**src/rtl/refresh_seq_pkg.sv**
```systemverilog
package refresh_seq_pkg;

  typedef enum logic [2:0] {
    ST_BOOT     = 3'd0,
    ST_ENABLE   = 3'd1,
    ST_IDLE     = 3'd2,
    ST_REQ_WR   = 3'd3,
    ST_GAP      = 3'd4,
    ST_ACK_RD   = 3'd5,
    ST_ACK_DATA = 3'd6
  } seq_state_t;

endpackage

```
**src/rtl/rf_gap_timer.sv**
```systemverilog
// Counts the quiet interval between a completed access and the next poll.
module rf_gap_timer #(
  parameter int CYCLES = 32
) (
  input  logic clk,
  input  logic rst_n,
  input  logic load,
  input  logic count_en,
  output logic expired
);
  localparam int CNT_W = $clog2(CYCLES + 1);

  logic [CNT_W-1:0] cnt_q, cnt_d;

  always_comb begin
    cnt_d = cnt_q;
    if (load)
      cnt_d = CNT_W'(CYCLES - 1);
    else if (count_en && (cnt_q != '0))
      cnt_d = cnt_q - 1'b1;
  end

  always_ff @(posedge clk or negedge rst_n) begin
    if (!rst_n) cnt_q <= '0;
    else if (load || count_en) cnt_q <= cnt_d;
  end

  assign expired = (cnt_q == '0);
endmodule

```
**src/rtl/rf_retry_counter.sv**
```systemverilog
// Counts acknowledge re-reads for one request.
module rf_retry_counter #(
  parameter int MAX_RETRIES = 4
) (
  input  logic clk,
  input  logic rst_n,
  input  logic clear,
  input  logic bump,
  output logic at_limit
);
  localparam int RW = $clog2(MAX_RETRIES + 1);

  logic [RW-1:0] tries_q, tries_d;

  always_comb begin
    tries_d = tries_q;
    if (clear)     tries_d = '0;
    else if (bump) tries_d = tries_q + 1'b1;
  end

  always_ff @(posedge clk or negedge rst_n) begin
    if (!rst_n) tries_q <= '0;
    else if (clear || bump) tries_q <= tries_d;
  end

  assign at_limit = (tries_q == RW'(MAX_RETRIES));
endmodule

```
**src/rtl/refresh_sequencer.sv**
```systemverilog
module refresh_sequencer #(
  parameter int ADDR_W      = 8,
  parameter int DATA_W      = 32,
  parameter int NUM_RANKS   = 4,
  parameter int EN_ADDR     = 'h10,
  parameter int REQ_ADDR    = 'h14,
  parameter int ACK_ADDR    = 'h18,
  parameter int ACK_BIT     = 8,
  parameter int WAIT_CYCLES = 32,
  parameter int MAX_RETRIES = 4
) (
  input  logic                 clk,
  input  logic                 rst_n,
  input  logic                 req_valid,
  input  logic [NUM_RANKS-1:0] req_rank_mask,
  output logic                 req_ready,
  output logic                 done,
  output logic                 timeout_err,
  output logic [ADDR_W-1:0]    mm_address,
  output logic                 mm_write,
  output logic                 mm_read,
  output logic [DATA_W-1:0]    mm_writedata,
  input  logic [DATA_W-1:0]    mm_readdata,
  input  logic                 mm_readdatavalid,
  input  logic                 mm_waitrequest
);
  import refresh_seq_pkg::*;

  localparam logic [DATA_W-1:0] ACK_MASK = DATA_W'(1) << ACK_BIT;

  seq_state_t           state_q, state_d;
  logic [NUM_RANKS-1:0] mask_q;
  logic                 done_q, err_q;
  logic                 accept, wr_done, rd_done, ack_hit;
  logic                 done_set, err_set, gap_load, retry_bump, gap_over, retry_full;

  assign accept  = (state_q == ST_IDLE) && req_valid;
  assign wr_done = mm_write && !mm_waitrequest;
  assign rd_done = mm_read && !mm_waitrequest;
  assign ack_hit = |(mm_readdata & ACK_MASK);

  rf_gap_timer #(.CYCLES(WAIT_CYCLES)) u_gap (
    .clk      (clk),
    .rst_n    (rst_n),
    .load     (gap_load),
    .count_en (state_q == ST_GAP),
    .expired  (gap_over)
  );

  rf_retry_counter #(.MAX_RETRIES(MAX_RETRIES)) u_retry (
    .clk      (clk),
    .rst_n    (rst_n),
    .clear    (accept),
    .bump     (retry_bump),
    .at_limit (retry_full)
  );

  always_comb begin
    state_d    = state_q;
    done_set   = 1'b0;
    err_set    = 1'b0;
    gap_load   = 1'b0;
    retry_bump = 1'b0;
    case (state_q)
      ST_BOOT:   state_d = ST_ENABLE;
      ST_ENABLE: if (wr_done) state_d = ST_IDLE;
      ST_IDLE:   if (accept) state_d = ST_REQ_WR;
      ST_REQ_WR: if (wr_done) begin
        state_d  = ST_GAP;
        gap_load = 1'b1;
      end
      ST_GAP:    if (gap_over) state_d = ST_ACK_RD;
      ST_ACK_RD: if (rd_done) state_d = ST_ACK_DATA;
      ST_ACK_DATA: if (mm_readdatavalid) begin
        if (ack_hit) begin
          done_set = 1'b1;
          state_d  = ST_IDLE;
        end else if (retry_full) begin
          err_set  = 1'b1;
          state_d  = ST_IDLE;
        end else begin
          retry_bump = 1'b1;
          gap_load   = 1'b1;
          state_d    = ST_GAP;
        end
      end
      default:   state_d = ST_BOOT;
    endcase
  end

  always_ff @(posedge clk or negedge rst_n) begin
    if (!rst_n) begin
      state_q <= ST_BOOT;
      done_q  <= 1'b0;
      err_q   <= 1'b0;
    end else begin
      state_q <= state_d;
      done_q  <= done_set;
      if (accept)       err_q <= 1'b0;
      else if (err_set) err_q <= 1'b1;
    end
  end

  always_ff @(posedge clk or negedge rst_n) begin
    if (!rst_n)      mask_q <= '0;
    else if (accept) mask_q <= req_rank_mask;
  end

  always_comb begin
    mm_write     = 1'b0;
    mm_read      = 1'b0;
    mm_address   = '0;
    mm_writedata = '0;
    case (state_q)
      ST_ENABLE: begin
        mm_write     = 1'b1;
        mm_address   = ADDR_W'(EN_ADDR);
        mm_writedata = DATA_W'(1);
      end
      ST_REQ_WR: begin
        mm_write     = 1'b1;
        mm_address   = ADDR_W'(REQ_ADDR);
        mm_writedata = DATA_W'(mask_q);
      end
      ST_ACK_RD: begin
        mm_read    = 1'b1;
        mm_address = ADDR_W'(ACK_ADDR);
      end
      default: ;
    endcase
  end

  assign req_ready   = (state_q == ST_IDLE);
  assign done        = done_q;
  assign timeout_err = err_q;
endmodule

```
**config.mk**
```make
export PLATFORM = sky130hd
export DESIGN_NAME = refresh_sequencer
export DESIGN_NICKNAME = d
export VERILOG_FILES = /design/src/rtl/refresh_seq_pkg.sv /design/src/rtl/rf_gap_timer.sv /design/src/rtl/rf_retry_counter.sv /design/src/rtl/refresh_sequencer.sv
export SDC_FILE = /design/constraint.sdc
export NUM_CORES = 1
export LEC_CHECK = 0
export BUFFER_PORTS_ARGS = -buffer_cell sky130_fd_sc_hd__buf_4
export CORE_MARGIN = 1
export CORE_UTILIZATION = 38
export CTS_CLUSTER_DIAMETER = 150
export CTS_CLUSTER_SIZE = 24
export DETAILED_ROUTE_END_ITERATION = 10
export PLACE_DENSITY_LB_ADDON = 0.12
export SLEW_MARGIN = 20
export SYNTH_ARGS = -nofsm -noshare
export SYNTH_HDL_FRONTEND = slang
export SYNTH_SLANG_ARGS = --single-unit
```
**constraint.sdc**
```tcl
create_clock -name clk -period 1.6 [get_ports clk]
set_clock_uncertainty 0.2 [all_clocks]
set_input_delay 0.16 -clock clk [delete_from_list [all_inputs] [get_ports clk]]
set_output_delay 0.16 -clock clk [all_outputs]
set_load 0.02 [all_outputs]
```
==> results of run 1 <==
cells in the mapped netlist (2+ instances only):
library cell / n
and3_1: 3
a211oi_1: 2
nor2_1: 6
nand2b_1: 3
o211ai_1: 3
nor2b_1: 2
mux2i_1: 2
nand3_1: 5
o41ai_1: 2
nand4b_1: 2
nand2_1: 4
inv_1: 8
dfrtp_1: 18
and2_1: 3
ha_1: 3
buf_4: 34
buf_2: 4
clkbuf_1: 2
mux2_1: 3
o21ai_1: 4
or3_1: 2
a21oi_1: 6
metrics by stage:
stage	setup WS [ns]	util, %	hold slack, ns
after floorplan	0.00679	-	-0.336
after global placement	-0.185	48.9	-0.155
after detailed placement	-0.155	48.9	-0.154
after CTS	-0.127	57.7	0.0185
after global routing	-0.208	62.5	0.0315
final	-0.141	62.5	0.0215
kinds of logic after synthesis:
logic type,count (synthesis),synth area share (%)
other cells,1,0.287
mux,5,4.12
compound gates,28,15.1
simple gates,39,19.1
buf+inv,48,24.0
fa+ha+maj,3,2.88
flops,18,34.5
critical path, cell delays in order (launching register included):
cell	delay, ns
dfrtp_1	0.39
buf_6	0.13
clkinvlp_4	0.12
nor2_4	0.13
and3_1	0.17
buf_4	0.14
area by class of cell:
cell class              instances  share of cell area, %
well taps                      44                   2.79
flip-flops and latches         18                   22.9
multi-input cells             108                   43.1
inverters                       8                   1.71
repair buffers                 65                   28.4
clock buffers                   3                   1.14
power groups by stage:
| stage | clock network, W | logic (W) | registers (W) |
|---|---|---|---|
| final | 0.000234 | 0.00211 | 0.000693 |
| after detailed placement | 0 | 0.00141 | 0.000698 |
| after floorplan | 0 | 0.000868 | 0.000704 |
| after global placement | 0 | 0.00138 | 0.000691 |
| after global routing | 0.000263 | 0.00225 | 0.000704 |
| after CTS | 0.000245 | 0.00183 | 0.000679 |
registers in the layout (all words and copies together) (netlist names):
signal,count
done,1
mask_q,4
state_q,3
timeout_err,1
u_gap.cnt_q,6
u_retry.tries_q,3
routing by layer:
| layer | share of wire [%] | track usage [%] | up-vias | routed length, um |
|---|---|---|---|---|
| met1 | 43 | 20.5 | 557 | 1340 |
| met3 | 2.7 | 1.92 | 5 | 85 |
| met4 | 2.5 | 10.7 | 0 | 78 |
| li1 | - | - | 548 | - |
| met2 | 52 | 31.1 | 36 | 1600 |
| met5 | 0 | 0 | - | 0 |
what timing repair did:
action                                  CTS  global route
hold buffers                              6             0
endpoints found under the setup margin   17            27
pin swaps                                 5             5
hold endpoints to repair                 24             0
gates resized for setup                  24            24
buffers inserted                         12             5
cells in the final DEF, fill, tap and decap left out, types with 3 or more instances in the layout:
| cell | n |
|---|---|
| o21ai_1 | 4 |
| a211oi_2 | 3 |
| conb_1 | 33 |
| dfrtp_1 | 18 |
| and3_1 | 3 |
| inv_1 | 6 |
| clkbuf_4 | 3 |
| nand2_1 | 4 |
| o211ai_1 | 3 |
| buf_4 | 45 |
| nor2_1 | 5 |
| mux2_4 | 3 |
| dlygate4sd3_1 | 6 |
| nand3_1 | 3 |
| buf_6 | 13 |
worst min path at each step:
stage / end / cells after the start / start / slack (ns)
2_1_floorplan: done$_DFF_PN0_ / 0 / rst_n / -0.34
5_1_grt: state_q[1]$_DFFE_PN0P_ / 4 / mm_waitrequest / 0.03
3_3_place_gp: done$_DFF_PN0_ / 1 / rst_n / -0.16
3_5_place_dp: done$_DFF_PN0_ / 1 / rst_n / -0.15
4_1_cts: state_q[1]$_DFFE_PN0P_ / 4 / mm_waitrequest / 0.02
6_report: state_q[1]$_DFFE_PN0P_ / 4 / mm_waitrequest / 0.02
==> flow_summary.json, run 1 <==
{
  "finalHoldViolations": 0,
  "area_delta_synth_final_pct": 51.0,
  "routed_wirelength_um": 3110,
  "synth_top_area_share_pct": 34.5,
  "synth_cell_types": 43,
  "regToRegStartpoint": "state_q[0]$_DFFE_PN0P_",
  "avgSynthCellArea_sq_um": 9.19,
  "yosysWarnings": 0,
  "crit_path_start_kind": "register",
  "drive_gt1_share_pct": 46.0,
  "p_switching_w": 0.00123,
  "h-tree-depth": 1,
  "hold_path_class": "input port to register",
  "power.internal_w": 0.00180,
  "cts_sinks": 18,
  "std_cell_rows": 20,
  "ff2ff_setup_slack_ns": -0.09,
  "slew_violations": 0,
  "grt.overflow.total": 0,
  "peakVddDrop_mv": 0.621,
  "multi_input_area_sq_um": 850,
  "layout_min_cycle_time_ns": 1.74,
  "antenna_found_initial": 0,
  "clk-insertion-delay-late_ns": 0.30,
  "gp_congestion": 0.757,
  "ys_async_sr_fraction_pct": 100,
  "ys_seq_elements": 18,
  "vias": 1146,
  "die_y_um": 60.6,
  "dieArea_sq_um": 3670,
  "cts_root_buf": "clkbuf_4",
  "drc": 0,
  "power_leakage_nw": 0.938,
  "layout.area.seq_sq_um": 450,
  "pwr-share-seq_pct": 22.8,
  "instances_no_fill": 246,
  "cts_tree": "yes",
  "synth_area_leaders": "dfrtp_1, buf_4, ha_1",
  "drtPass1Iterations": 4,
  "worstSetupEndpoint": "mm_writedata[3]",
  "postPlaceCellArea_sq_um": 1540,
  "fin_crit_sh_pct": 109,
  "synth_edf_count": 0,
  "core_sq_um": 3150,
  "grt_max_degree": 19,
  "setup_violations": 20,
  "pwr_density_cell_nw_per_um2": 1540,
  "clock_power_share_pct": 7.7,
  "diodes": 0,
  "timing.final.ws_setup_ns": -0.141,
  "routed_via_density": 4.66,
  "required_ns": 1.24,
  "nFillCells": 268,
  "portBuffers": 21,
  "p_sw_share_pct": 40.7,
  "first_iter_violations": 13,
  "dp_cells": 222,
  "hpwl_um": 2080,
  "crit_fanout": 5,
  "fin_setup_tns_ns": -1.36,
  "synthesis.area_sq_um": 1310,
  "grt_usage_pct": 17.6,
  "clk_pin_slew_ns": 0.10,
  "p_total_w": 0.00303,
  "reg2regPathDepth": 6,
  "run_status": "finished with violations",
  "cts-buffers-inserted": 3,
  "ant_nets": 0,
  "clockBufferDepth": 2,
  "synth_flop_cell": "dfrtp_1",
  "fmax_ghz": 0.574,
  "synth_top_cell_by_area": "dfrtp_1",
  "synth-seq-area-share_pct": 34.5,
  "wl_per_cell_um": 12.6,
  "worst-setup-path-type": "register to output pin",
  "maxCapViolations": 0,
  "failed_checks": "negative setup slack",
  "grt_pass1_vias": 1050,
  "final_nets": 248,
  "worst_ep_arrival_time_ns": 1.38,
  "crit_path_end_kind": "output pin",
  "rsz0062_at_grt": "yes",
  "io_pins": 86,
  "design_area_sq_um": 1970,
  "start_util_pct": 41.4,
  "die_w_um": 60.6,
  "reg2reg_to": "u_gap.cnt_q[5]$_DFFE_PN0P_",
  "netlist_instances": 142,
  "grt_first_pass_wirelength_um": 4660,
  "cp-startpoint": "state_q[0]$_DFFE_PN0P_",
  "pwr-share-comb_pct": 69.5
}
Note: power is estimated with default switching activity, not from simulation.
==> run 2, diff against run 1 <==
--- a/config.mk
+++ b/config.mk
@@ -12,7 +12,7 @@
 export CTS_CLUSTER_SIZE = 24
 export DETAILED_ROUTE_END_ITERATION = 10
 export PLACE_DENSITY_LB_ADDON = 0.12
-export SLEW_MARGIN = 20
+export RECOVER_POWER = 100
 export SYNTH_ARGS = -nofsm -noshare
 export SYNTH_HDL_FRONTEND = slang
 export SYNTH_SLANG_ARGS = --single-unit
==> flow_summary.json, run 2 (same netlist as run 1, synthesis figures left out) <==
{
  "core_sq_um": 3150,
  "final_cell_mix": "buf_4, conb_1, dfrtp_1",
  "fin_crit_sh_pct": 109,
  "die_y_um": 60.6,
  "finalHoldViolations": 0,
  "h-tree-depth": 1,
  "slew_violations": 0,
  "grt_max_degree": 19,
  "cts-buffers-inserted": 3,
  "gp_congestion": 0.757,
  "dr.max_layer_used": "met4",
  "run_status": "finished with violations",
  "clockBufferDepth": 2,
  "pwr-share-seq_pct": 22.9,
  "hold_path_class": "input port to register",
  "worst-setup-path-type": "register to output pin",
  "layout_commonest_cell": "buf_4",
  "peakVddDrop_mv": 0.621,
  "crit_path_end_kind": "output pin",
  "nFillCells": 271,
  "cts_root_buf": "clkbuf_4",
  "fin_setup_tns_ns": -1.29,
  "worstMarginPinSlew_ns": 1.01,
  "met1Wirelength_um": 1330,
  "vias": 1140,
  "pwr_density_cell_nw_per_um2": 1540,
  "p_sw_share_pct": 40.6,
  "required_ns": 1.24,
  "postPlaceCellArea_sq_um": 1540,
  "rsz0062_at_grt": "yes",
  "clk_pin_slew_ns": 0.10,
  "pwr-share-comb_pct": 69.4,
  "timing.final.ws_setup_ns": -0.139,
  "grt_pass1_vias": 1050,
  "power.internal_w": 0.00179,
  "io_pins": 86,
  "top_regs": "u_gap.cnt_q (6), mask_q (4)",
  "grt.overflow.total": 0,
  "final_nets": 248,
  "timing.slew.headroom_pct": 32.7,
  "routed-wl-met3_um": 87,
  "diodes": 0,
  "design_area_sq_um": 1950,
  "routed_via_density": 4.63,
  "routed_wirelength_um": 3090,
  "start_util_pct": 41.4,
  "dieArea_sq_um": 3670,
  "power_leakage_nw": 0.924,
  "portBuffers": 21,
  "drive_gt1_share_pct": 44.1,
  "fmax_ghz": 0.575,
  "holdWs_ns": 0.0252,
  "met2_length_um": 1600,
  "clock_power_share_pct": 7.7,
  "regMostFlops": "u_gap.cnt_q",
  "area_delta_synth_final_pct": 49.7,
  "clk-insertion-delay-late_ns": 0.30,
  "first_iter_violations": 24,
  "crit_fanout": 5,
  "cts_sinks": 18,
  "drtPass1Iterations": 4,
  "wl_per_cell_um": 12.6,
  "failed_checks": "negative setup slack",
  "maxCapViolations": 0,
  "drc": 0,
  "ant_nets": 0,
  "largest_reg_flops": 6,
  "grt_first_pass_wirelength_um": 4660,
  "hpwl_um": 2080,
  "antenna_found_initial": 0,
  "std_cell_rows": 20,
  "setup_violations": 17,
  "grt_usage_pct": 17.6,
  "worst_ep_arrival_time_ns": 1.38,
  "layout_min_cycle_time_ns": 1.74,
  "crit_path_start_kind": "register",
  "p_switching_w": 0.00123,
  "cts_tree": "yes",
  "die_w_um": 60.6
}
run 2: cell count changes in the layout (fill, tap and decap cells not counted):
cell / delta
a21oi_1: +1
a21oi_2: -1
buf_4: -4
clkbuf_1: +3
clkbuf_2: +1
run 2: power groups by stage:
stage          clock network, W  logic [W]  registers [W]
6_report               0.000232    0.00209       0.000691
4_1_cts                0.000245    0.00183       0.000679
5_1_grt                0.000263    0.00224       0.000704
3_5_place_dp                  0    0.00141       0.000698
2_1_floorplan                 0   0.000868       0.000704
3_3_place_gp                  0    0.00138       0.000691
run 2: final timing paths:
check                           depth (start not counted)                              to  slack [ns]                    from
worst max register to register                          6      u_gap.cnt_q[5]$_DFFE_PN0P_       -0.09  state_q[0]$_DFFE_PN0P_
worst min-delay path                                    4          state_q[1]$_DFFE_PN0P_        0.03          mm_waitrequest
max in group asynchronous                               2           mask_q[3]$_DFFE_PN0P_        0.25                   rst_n
min in group asynchronous                               2  u_retry.tries_q[1]$_DFFE_PN0P_        0.35                   rst_n
worst min register to register                          1           mask_q[2]$_DFFE_PN0P_        0.32   mask_q[2]$_DFFE_PN0P_
worst max-delay path                                    5                 mm_writedata[2]       -0.14  state_q[0]$_DFFE_PN0P_
run 2: final cells by class:
| type | count | area [sq um] | area share [%] |
|---|---|---|---|
| sequential | 18 | 450 | 23.1 |
| clock buffer | 3 | 22.5 | 1.15 |
| inverter | 8 | 33.8 | 1.73 |
| timing repair buffer | 65 | 546 | 27.9 |
| multi-input combinational | 108 | 846 | 43.3 |
| tap | 44 | 55.1 | 2.82 |
run 2: critical path: stages (launching register included):
cell        delay, ns
dfrtp_1          0.39
buf_6            0.13
clkinvlp_4       0.12
nor2_4           0.14
and3_1           0.17
buf_4            0.14
run 2: metal layers:
metal / global-route usage [%] / up-vias
met1: 20.5 / 549
met2: 31.1 / 39
met5: 0 / -
met3: 1.92 / 4
li1: - / 548
met4: 10.7 / 0
run 2: repair_timing:
action                                  CTS  global route
resized for setup                        24            24
hold buffers                              6             0
setup buffers                            12             5
hold endpoints to repair                 24             0
pin swaps                                 5             5
endpoints found under the setup margin   17            27
run 2: stage by stage:
stage | instances | total power [W] | utilization, % | setup WS (ns)
final | 246 | 0.00302 | 61.9 | -0.139
after detailed placement | 222 | 0.00211 | 48.9 | -0.155
after global placement | 222 | 0.00207 | 48.9 | -0.185
after floorplan | 174 | 0.00157 | - | 0.00679
after CTS | 242 | 0.00276 | 57.7 | -0.127
after global routing | 246 | 0.00320 | 61.9 | -0.208
